==> src/rtl/csseq_pkg.sv <==
package csseq_pkg;

  localparam int GAP_SEL_W = 4;
  localparam int CFG_W     = GAP_SEL_W + 2;
  localparam int STEP_W    = GAP_SEL_W + 2;

  localparam logic [CFG_W-1:0] CFG_RESET = 6'h37;

  typedef enum logic [2:0] {
    ST_IDLE,
    ST_SETUP,
    ST_CLK,
    ST_HOLD,
    ST_GAP
  } seqState_t;

  // bit 5 setup length, bit 4 hold length, bits 3:0 deselect select
  typedef struct packed {
    logic                 setupLong;
    logic                 holdLong;
    logic [GAP_SEL_W-1:0] gapSel;
  } seqCfg_t;

  typedef struct packed {
    logic csAssert;
    logic csRelease;
    logic sckRise;
    logic sckFall;
    logic loadCount;
    logic cfgLoad;
  } seqStrobe_t;

endpackage

==> src/rtl/csseq_datapath.sv <==
module csseq_datapath
  import csseq_pkg::*;
#(
  parameter int CNT_W = 8
) (
  input  logic             clk,
  input  logic             rstN,
  input  seqStrobe_t       strobe,
  input  logic [CNT_W-1:0] reqCycles,
  input  logic [CFG_W-1:0] cfgWrData,
  input  logic             busy,
  output seqCfg_t          cfg,
  output logic             cycZero,
  output logic             sckLvl,
  output logic             csN,
  output logic             sck,
  output logic             done
);

  logic [CNT_W-1:0] cycLeft;

  always_ff @(posedge clk or negedge rstN) begin
    if (!rstN) begin
      cfg     <= seqCfg_t'(CFG_RESET);
      cycLeft <= '0;
      csN     <= 1'b1;
      sck     <= 1'b0;
      done    <= 1'b0;
    end else begin
      if (strobe.cfgLoad) cfg <= seqCfg_t'(cfgWrData);

      if (strobe.loadCount)    cycLeft <= reqCycles;
      else if (strobe.sckRise) cycLeft <= cycLeft - CNT_W'(1);

      if (strobe.csAssert)       csN <= 1'b0;
      else if (strobe.csRelease) csN <= 1'b1;

      if (strobe.sckRise)      sck <= 1'b1;
      else if (strobe.sckFall) sck <= 1'b0;

      done <= strobe.csRelease;
    end
  end

  assign cycZero = (cycLeft == '0);
  assign sckLvl  = sck;


  sck_in_frame_chk: assert property (@(posedge clk) disable iff (!rstN)
    sck |-> !csN);


  done_on_release_chk: assert property (@(posedge clk) disable iff (!rstN)
    done |-> (csN && !$past(csN)));


  busy_after_release_chk: assert property (@(posedge clk) disable iff (!rstN)
    $rose(csN) |-> busy);


  cfg_frozen_chk: assert property (@(posedge clk) disable iff (!rstN)
    busy |=> $stable(cfg));

endmodule

==> src/rtl/csseq_control.sv <==
module csseq_control
  import csseq_pkg::*;
#(
  parameter int CNT_W = 8
) (
  input  logic             clk,
  input  logic             rstN,
  input  logic             reqValid,
  input  logic [CNT_W-1:0] reqCycles,
  input  logic             cfgWrEn,
  input  seqCfg_t          cfg,
  input  logic             cycZero,
  input  logic             sckLvl,
  output seqStrobe_t       strobe,
  output logic             busy
);

  seqState_t         state, nxtState;
  logic [STEP_W-1:0] stepCnt, nxtStep;
  logic              accept;
  logic [STEP_W-1:0] gapSteps;

  // 2*(F+1)-1 steps remain after the release step
  assign gapSteps = STEP_W'({cfg.gapSel, 1'b1});
  assign accept   = (state == ST_IDLE) && reqValid && (reqCycles != '0);

  always_comb begin
    nxtState = state;
    nxtStep  = stepCnt;
    strobe   = '0;
    strobe.cfgLoad = cfgWrEn && (state == ST_IDLE) && !accept;
    unique case (state)
      ST_IDLE: begin
        if (accept) begin
          strobe.csAssert  = 1'b1;
          strobe.loadCount = 1'b1;
          nxtState = ST_SETUP;
          nxtStep  = cfg.setupLong ? STEP_W'(2) : '0;
        end
      end
      ST_SETUP: begin
        if (stepCnt == '0) begin
          strobe.sckRise = 1'b1;
          nxtState = ST_CLK;
        end else begin
          nxtStep = stepCnt - STEP_W'(1);
        end
      end
      ST_CLK: begin
        if (sckLvl) begin
          strobe.sckFall = 1'b1;
          if (cycZero) begin
            if (cfg.holdLong) begin
              nxtState = ST_HOLD;
              nxtStep  = STEP_W'(1);
            end else begin
              strobe.csRelease = 1'b1;
              nxtState = ST_GAP;
              nxtStep  = gapSteps;
            end
          end
        end else begin
          strobe.sckRise = 1'b1;
        end
      end
      ST_HOLD: begin
        if (stepCnt == '0) begin
          strobe.csRelease = 1'b1;
          nxtState = ST_GAP;
          nxtStep  = gapSteps;
        end else begin
          nxtStep = stepCnt - STEP_W'(1);
        end
      end
      ST_GAP: begin
        if (stepCnt == '0) nxtState = ST_IDLE;
        else               nxtStep  = stepCnt - STEP_W'(1);
      end
      default: nxtState = ST_IDLE;
    endcase
  end

  always_ff @(posedge clk or negedge rstN) begin
    if (!rstN) begin
      state   <= ST_IDLE;
      stepCnt <= '0;
    end else begin
      state   <= nxtState;
      stepCnt <= nxtStep;
    end
  end

  assign busy = (state != ST_IDLE);


  req_accept_chk: assert property (@(posedge clk) disable iff (!rstN)
    (!busy && reqValid && reqCycles != '0) |=> busy);


  zero_count_chk: assert property (@(posedge clk) disable iff (!rstN)
    (!busy && reqCycles == '0) |=> !busy);


  rise_only_low_chk: assert property (@(posedge clk) disable iff (!rstN)
    strobe.sckRise |-> !sckLvl);

endmodule

==> src/rtl/csseq_top.sv <==
module csseq_top
  import csseq_pkg::*;
#(
  parameter int CNT_W = 8
) (
  input  logic             clk,
  input  logic             rstN,
  input  logic             reqValid,
  input  logic [CNT_W-1:0] reqCycles,
  input  logic             cfgWrEn,
  input  logic [5:0]       cfgWrData,
  output logic             busy,
  output logic             done,
  output logic             csN,
  output logic             sck
);

  seqStrobe_t strobe;
  seqCfg_t    cfg;
  logic       cycZero;
  logic       sckLvl;

  csseq_control #(.CNT_W(CNT_W)) ctrl_i (
    .clk       (clk),
    .rstN      (rstN),
    .reqValid  (reqValid),
    .reqCycles (reqCycles),
    .cfgWrEn   (cfgWrEn),
    .cfg       (cfg),
    .cycZero   (cycZero),
    .sckLvl    (sckLvl),
    .strobe    (strobe),
    .busy      (busy)
  );

  csseq_datapath #(.CNT_W(CNT_W)) dp_i (
    .clk       (clk),
    .rstN      (rstN),
    .strobe    (strobe),
    .reqCycles (reqCycles),
    .cfgWrData (cfgWrData),
    .busy      (busy),
    .cfg       (cfg),
    .cycZero   (cycZero),
    .sckLvl    (sckLvl),
    .csN       (csN),
    .sck       (sck),
    .done      (done)
  );

endmodule

==> config.mk <==
export PLATFORM = sky130hd
export DESIGN_NAME = csseq_top
export DESIGN_NICKNAME = d
export VERILOG_FILES = /design/src/rtl/csseq_pkg.sv /design/src/rtl/csseq_datapath.sv /design/src/rtl/csseq_control.sv /design/src/rtl/csseq_top.sv
export SDC_FILE = /design/constraint.sdc
export NUM_CORES = 1
export LEC_CHECK = 0
export ABC_AREA = 1
export BUFFER_PORTS_ARGS = -buffer_cell sky130_fd_sc_hd__buf_4
export CORE_ASPECT_RATIO = 0.5
export CORE_MARGIN = 2
export CORE_UTILIZATION = 55
export DETAILED_ROUTE_END_ITERATION = 7
export PLACE_DENSITY = 0.81
export REMOVE_ABC_BUFFERS = 1
export SYNTH_ARGS = -nofsm -noshare
export SYNTH_HDL_FRONTEND = slang
export SYNTH_HIERARCHICAL = 1
export SYNTH_SLANG_ARGS = --single-unit
==> constraint.sdc <==
create_clock -name clk -period 4.4 [get_ports clk]
set_clock_uncertainty 0.2 [all_clocks]
set_input_delay 0.44 -clock clk [delete_from_list [all_inputs] [get_ports clk]]
set_output_delay 0.44 -clock clk [all_outputs]
set_load 0.02 [all_outputs]
# [Word-level counts from Yosys, hierarchy flattened]
# Index checks and enable logic that the tools add are counted.
[word_totals] elab_cells=72 ff_bits=26
[op_classes] reduce_logical=17 addsub=2 n_eq_ne=11 n_mux=33
[ops] op="$mux W6" n=5
[ops] op="$pmux W6 S4" n=1
[ops] op="$mux W3" n=7
[ops] op="$mux W8" n=2
[ops] op="$pmux W3 S5" n=1
[ops] op="$mux W1" n=13
[ops] op="$ne A2 B1 Y1 const B" n=6
[ops] op="$logic_not A8 Y1" n=1
[ops] op="$reduce_bool A8 Y1" n=1
[ops] op="$sub A8 B1 Y8 const B" n=1
[ops] op="$eq A3 B2 Y1 const B" n=2
[ops] op="$logic_not A6 Y1" n=1
[ops] op="$reduce_and A6 Y1" n=1
[ops] op="$reduce_bool A2 Y1" n=3
[ops] op="$sub A6 B1 Y6 const B" n=1
[ops] op="$mux W5" n=1
[ops] op="$reduce_and A5 Y1" n=1
[ops] op="$logic_and A1 B1 Y1" n=4
[ops] op="$pmux W1 S2" n=2
[ops] op="$reduce_bool A4 Y1" n=1
[ops] op="$eq A3 B1 Y1 const B" n=1
[ops] op="$eq A3 B3 Y1 const B" n=1
[ops] op="$logic_not A3 Y1" n=1
[ops] op="$reduce_bool A3 Y1" n=1
[ops] op="4 further kinds" n=4

# [Depth between registers and ports, before layout]
# Gate-level depths: netlist of the first run.
[logic_depth] depth_word=6 mapped_depth=10 mapped_depth_nobuf=10

# [Cells and area by module]
# Netlist of the first run, hierarchy kept.
[by_module_without_submodules] mod="csseq_datapath" seq_area_each_um2=432.9 area_each_um2=870.8 cells_per_inst=93 n_inst=1
[by_module_without_submodules] mod="csseq_control" seq_area_each_um2=225.2 area_each_um2=785.8 cells_per_inst=126 n_inst=1

# [Worst setup path after synthesis of the first run]
# Ideal clock, no wire load.
[synth_path] path_kind="register -> register" from="register ctrl_i.stepCnt[0]" to="register dp_i.cycLeft[4]" arrival_time_ps=1646 slack_ps=2420 required_ps=4066 n_path_buf=0 stages_incl_launch_ff=10 cell_sequence="dfrtp_1 inv_1 ha_1 nand3_2 nor2_4 inv_1 o22ai_1 inv_2 o31ai_1 nand3_1"
[synth_rtl] item="start: declaration" line_no="csseq_control.sv:19" rtl="logic [STEP_W-1:0] stepCnt, nxtStep;"
[synth_rtl] item="start signal: assignment" line_no="csseq_control.sv:89" rtl="stepCnt <= nxtStep;"
[synth_rtl] item="end signal: assignment" line_no="csseq_datapath.sv:32" rtl="if (strobe.loadCount) cycLeft <= reqCycles;"
[synth_rtl] item="end signal: assignment" line_no="csseq_datapath.sv:33" rtl="else if (strobe.sckRise) cycLeft <= cycLeft - CNT_W'(1);"
[synth_rtl] item="end: declaration" line_no="csseq_datapath.sv:20" rtl="logic [CNT_W-1:0] cycLeft;"

==> results.ini, run 1 <==
[clocking]
clk_path_buf_depth=2
cts_setup_buffers=0
cts_resized=0
cts_tree=yes
cts_num_sinks=26
cts_buffers=3
htreeDepth=1
clock_latency_ns=0.27
path_clk_slew_ns=0.09
cts-root-buf=clkbuf_8
cts.hold.buffers_added=1

[synth]
ys_top_cells_by_area=dfrtp_1 30%, nand2_1 14%, dfstp_2 9.5%
synth-async-reset-ratio_pct=100.0
ys_ff_latch=26
mappedNetlistArea_um2=1657
synth-edff-count=0
synthFlopType=dfrtp_1
synth.avg_cell_area_um2=7.564
synth.distinct_cells=30
seq_area_frac_synth_pct=39.73
synthCells=219
synth_top_area_share_pct=30.21
yosys_warnings=6
yosysTopAreaCell=dfrtp_1

[pwr]
switchingPower_w=0.0006800
swShare_pct=48.18
p_int_w=0.0007314
power_frac_comb_pct=57.1
p_clk_share_pct=9.9
p_seq_share_pct=33.0
peakVddDrop_uv=324.4
powerDensity_nw_per_um2=747.5
power_leakage_nw=0.9875

[floorplan]
core_region_area_um2=2943
die_area_um2=3494
die_h_um=42.81
ios=22
die_x_um=81.62
row_count=14
start_util_pct=56.29

[cells_and_area]
post-route-util_pct=64.16
fillerInstances=257
finalNonFillerCells=281
drive_gt1_share_pct=25.73
fin_nets=263
multi_input_area_um2=847.1
area_growth_pct=13.97
regArea_um2=658.1
n_antenna_cell=0

[placement]
portBuffers=21
place.gp.congestion=0.9131
dpl.hpwl_mm=2.658
place_inst=276
place_ws_ns=2.081

[critical_path]
reg2reg_setup_slack_ns=2.06
path_max_fanout=12
rr_worst_depth=8
cp.required_ns=4.36
crit_arrival_ns=2.30
worst_r2r_endpoint=dp_i/cycLeft[3]
path_class=reg2reg
cp-end-kind=flip-flop
worstSetupStartpointType=flip-flop
reg2reg_from=ctrl_i/state[0]

[global_routing]
gr-usage-all-layers_pct=22.21
grt-ovfl-total=0
grt_max_degree=27
grt_pass1_wl_mm=5.996
antenna_found_initial=0
grt_pass1_vias=1411

[hold_path]
holdPathStages=3
hold_end=dp_i/cycLeft[1]
hold_path_startpoint=reqCycles[1]
hold_class=in2reg

[timing]
hold_ws_ns=0.1931
hold_viol=0
setup_ws_ns=2.060
finalSetupTns_ns=0
drv_slew=0
period_needed_ns=2.340
timing.slew.headroom_pct=33.85
rsz0062_at_grt=false
worst_pin_slew_ns=0.9886
max_freq_ghz=0.4274
setup_viol=0
period_share_pct=53.18

[detailed_routing]
drc=0
wirelength_mm=3.521
drt_iter0_markers=123
vias_per_cell=5.285
first_pass_iters=4
post_drt_wl_per_cell_um=12.53
dr_total_vias=1485
antenna_left=0

[flow_run]
maxCapViolCount=0

[status]
outcome=finished clean

-- metal layers --
| metal | GRT usage (%) | wire length (um) |
|---|---|---|
| met1 | 27.47 | 1569 |
| met2 | 39.67 | 1762 |
| met3 | 4.894 | 146 |
| met4 | 5.333 | 43 |
| met5 | 0 | 0 |
-- placed cells by master (no fill, tap or decap) --
cell type	n
inv_1	24
dlygate4sd3_1	1
nor2_1	24
nor2_2	2
dfrtp_1	20
clkbuf_8	3
a21oi_1	3
xor2_1	2
buf_4	21
nand2_4	1
o22ai_1	1
dfstp_2	6
a21boi_2	1
nand3_1	18
nor2_4	4
nand3_2	3
nand2_1	63
o31ai_1	1
nand2_2	3
nand4_1	2
a22oi_2	1
o21bai_1	1
ha_1	3
a22oi_1	5
o21ai_1	5
o211ai_2	1
inv_2	8
o21ai_0	5
o21ai_2	2
clkbuf_1	1
mux2_2	6
-- layout make-up --
type                    instances  area share [%]
flip-flops and latches         26           34.86
inverters                      32           6.362
clock buffers                   4           2.386
repair buffers                 22           8.880
multi-input cells             157           44.86
well taps                      40           2.651
-- sequential cells by signal, indices dropped and copies added, names as in the netlist --
name	cells
dp_i/cfg	6
dp_i/cycLeft	8
ctrl_i/stepCnt	6
dp_i/csN	1
dp_i/sck	1
dp_i/done	1
ctrl_i/state	3
-- how the worst max path moves through the flow --
stage,from,end,slack [ns],depth (start not counted)
2_1_floorplan,ctrl_i/state[0],dp_i/cycLeft[6],2.29,8
3_3_place_gp,reqCycles[1],dp_i/cfg[3],2.13,7
3_5_place_dp,ctrl_i/state[0],dp_i/cycLeft[0],2.08,8
4_1_cts,ctrl_i/state[0],dp_i/cycLeft[6],2.08,8
5_1_grt,ctrl_i/state[0],dp_i/cycLeft[7],1.87,8
6_report,ctrl_i/state[0],dp_i/cycLeft[3],2.06,8
-- power groups by stage --
stage	Sequential, W	Clock (W)	Combinational [W]
finish	0.000466	0.000140	0.000805
floorplan	0.000455	0	0.000620
CTS	0.000464	0.000144	0.000807
global placement	0.000463	0	0.000774
global route	0.000481	0.000153	0.000902
detailed placement	0.000468	0	0.000801
-- cells in the mapped netlist (2+ instances only) --
library cell  instances
nand3_1              18
inv_1                24
o21ai_2               2
mux2_2                6
nand2_2               3
nor2_4                4
nand2_1              63
dfrtp_1              20
buf_4                 2
o21ai_1               5
nand3_2               3
nand4_1               2
xor2_1                2
a21oi_1               3
o21ai_0               5
dfstp_2               6
inv_2                 8
nor2_1               24
nor2_2                2
a22oi_1               5
ha_1                  3
-- worst max-delay path: stages (launching register included) --
cell and delay, ns:
dfrtp_1 0.43, inv_2 0.11, nand2_1 0.07, nor2_1 0.16
inv_1 0.08, nor2_1 0.76, nor2_4 0.15, a22oi_1 0.19
nand2_1 0.08
-- cells by family (layout without fill, tap and decap cells) --
group / Yosys count / after routing / share of synthesized area (%)
compound gates: 26 / 26 / 10.73
xor+xnor: 2 / 2 / 1.058
fa+ha+maj: 3 / 3 / 2.266
buf+inv: 36 / 58 / 9.139
flops: 26 / 26 / 39.73
mux: 6 / 6 / 4.078
simple gates: 120 / 120 / 33.01
-- metrics by stage --
step	total power, W	cell area [um2]
final	0.001411	1888
after floorplan	0.001074	1625
after detailed placement	0.001269	1833
after global placement	0.001236	1833
after global routing	0.001536	1888
after CTS	0.001415	1888
Power figures use the tool's default switching activity.
==> run 2: changes to the inputs <==
--- a/config.mk
+++ b/config.mk
@@ -9,9 +9,9 @@
 export BUFFER_PORTS_ARGS = -buffer_cell sky130_fd_sc_hd__buf_4
 export CORE_ASPECT_RATIO = 0.5
 export CORE_MARGIN = 2
-export CORE_UTILIZATION = 55
+export CORE_UTILIZATION = 51
 export DETAILED_ROUTE_END_ITERATION = 7
-export PLACE_DENSITY = 0.81
+export PLACE_DENSITY = 0.79
 export REMOVE_ABC_BUFFERS = 1
 export SYNTH_ARGS = -nofsm -noshare
 export SYNTH_HDL_FRONTEND = slang
==> constraint.sdc (replaced) <==
create_clock -name clk -period 2.1 [get_ports clk]
set_clock_uncertainty 0.2 [all_clocks]
set_input_delay 0.21 -clock clk [delete_from_list [all_inputs] [get_ports clk]]
set_output_delay 0.21 -clock clk [all_outputs]
set_load 0.02 [all_outputs]
==> run 2 against run 1 <==
  * The run now ends with hold timing left
  * Combinational power rose by 120%
  * Via count rose by 4.6%
  * Clock-buffer cell count fell by 1
  * Largest power group unchanged
==> results.ini, run 2 (same netlist as run 1, synthesis figures left out) <==
[placement]
portBuffers=21
place_ws_ns=0.002119
dpl.hpwl_mm=2.681
place.gp.congestion=0.9362

[cells_and_area]
largest_register=dp_i/cycLeft
fin_nets=280
drive_gt1_share_pct=27.13
largest_reg_flops=8
n_antenna_cell=0
reg_top3=dp_i/cycLeft x8, ctrl_i/stepCnt x6, dp_i/cfg x6
mostFrequentLayoutCell=nand2_1
layout_common_cells=63 x nand2_1, 25 x buf_4, 24 x inv_1, 24 x nor2_1, 20 x dfrtp_1
area_growth_pct=26.06

[critical_path]
worst_r2r_endpoint=dp_i/cycLeft[1]
reg2reg_from=ctrl_i/stepCnt[1]
reg2reg_setup_slack_ns=0.12
worstSetupStartpointType=flip-flop
cp-end-kind=flip-flop
path_max_fanout=7
rr_worst_depth=10
path_class=reg2reg
crit_arrival_ns=1.99
cp.required_ns=2.11

[timing]
period_share_pct=94.17
timing.slew.headroom_pct=73.77
period_needed_ns=1.978
rsz0062_at_grt=false
hold_ws_ns=-0.002107
worst_pin_slew_ns=0.3893
setup_ws_ns=0.1224
hold_viol=1
max_freq_ghz=0.5057
setup_viol=0
drv_slew=0

[floorplan]
die_x_um=84.60
row_count=14
core_region_area_um2=3048
ios=22
die_area_um2=3748
start_util_pct=54.35
die_h_um=44.30

[pwr]
p_total_w=0.003198
powerDensity_nw_per_um2=1532
power_leakage_nw=1.076
peakVddDrop_uv=715.3

[flow_run]
maxCapViolCount=0

[clocking]
cts-root-buf=clkbuf_8
clock_latency_ns=0.28
path_clk_slew_ns=0.10
cts_num_sinks=26
cts_tree=yes
htreeDepth=1
cts_buffers=3
clk_path_buf_depth=2

[detailed_routing]
drc=0
dr_total_vias=1553
post_drt_wl_per_cell_um=12.59
vias_per_cell=5.211
antenna_left=0
drt_iter0_markers=59
first_pass_iters=4
wirelength_mm=3.752

[status]
outcome=complete, but fails checks
violations=hold timing

[global_routing]
grt_pass1_vias=1486
grt-ovfl-total=0
grt_max_degree=27
antenna_found_initial=0
grt_pass1_wl_mm=6.444
gr-usage-all-layers_pct=21.73

[hold_path]
hold_class=in2reg
hold_end=dp_i/cycLeft[0]
hold_path_startpoint=reqCycles[0]
holdPathStages=3

==> run 2: worst max path at each step <==
stage,from,slack [ns],endpoint
2_1_floorplan,ctrl_i/state[0],-0.005,dp_i/cycLeft[6]
3_3_place_gp,reqCycles[4],0.1,dp_i/cfg[3]
3_5_place_dp,ctrl_i/stepCnt[1],0.002,dp_i/cycLeft[4]
4_1_cts,ctrl_i/stepCnt[1],0.001,dp_i/cycLeft[4]
5_1_grt,ctrl_i/stepCnt[1],0.0003,dp_i/cycLeft[0]
6_report,ctrl_i/stepCnt[1],0.12,dp_i/cycLeft[1]
==> run 2: power breakdown <==
| group | switching, W | total, W | leakage (nW) | internal, W |
|---|---|---|---|---|
| Combinational | 0.00110 | 0.00179 | 0.725 | 0.000691 |
| Sequential | 0.000214 | 0.000985 | 0.316 | 0.000771 |
| Clock | 0.000167 | 0.000423 | 0.0357 | 0.000255 |
| Total | 0.00148 | 0.00320 | 1.08 | 0.00172 |
==> run 2: cell type report <==
type	count	area [um2]
repair buffers	39	327.8
clock buffers	3	41.29
well taps	40	50.05
multi-input cells	157	860.8
fillers	257	959.7
inverters	32	120.1
flip-flops and latches	26	658.1
clock inverters	1	30.03
==> run 2: routing by layer <==
layer	track usage (%)	vias to the layer above	share of wire, %
li1	-	770	-
met1	27.13	742	46
met2	38.43	34	50
met3	3.918	7	3.1
met4	9.206	0	1.3
met5	0	-	0
==> run 2: worst max-delay path: stages (launching register included) <==
cell and delay [ns]:
dfrtp_1 0.42, inv_1 0.07, ha_2 0.20, nand3_2 0.12, nor2_4 0.16, inv_1 0.10
o22ai_2 0.15, inv_2 0.09, nor2_4 0.16, inv_1 0.09, o211ai_2 0.14
==> run 2: through the flow <==
step	util (%)	cell area (um2)	setup TNS [ns]	hold WS (ns)	cells
final	68.51	2088	0	-0.002107	298
after global routing	68.51	2088	0	0.02613	298
after CTS	68.06	2074	0	0.007263	298
after detailed placement	61.12	1863	0	-0.06257	280
after global placement	61.12	1863	0	-0.06392	280
after floorplan	-	1625	-0.02048	-0.2856	215
==> run 2: timing repair <==
action,CTS,global route
hold buffers,14,0
endpoints found under the setup margin,0,8
resized for setup,0,3
setup buffers,0,0
hold endpoints to repair,39,0
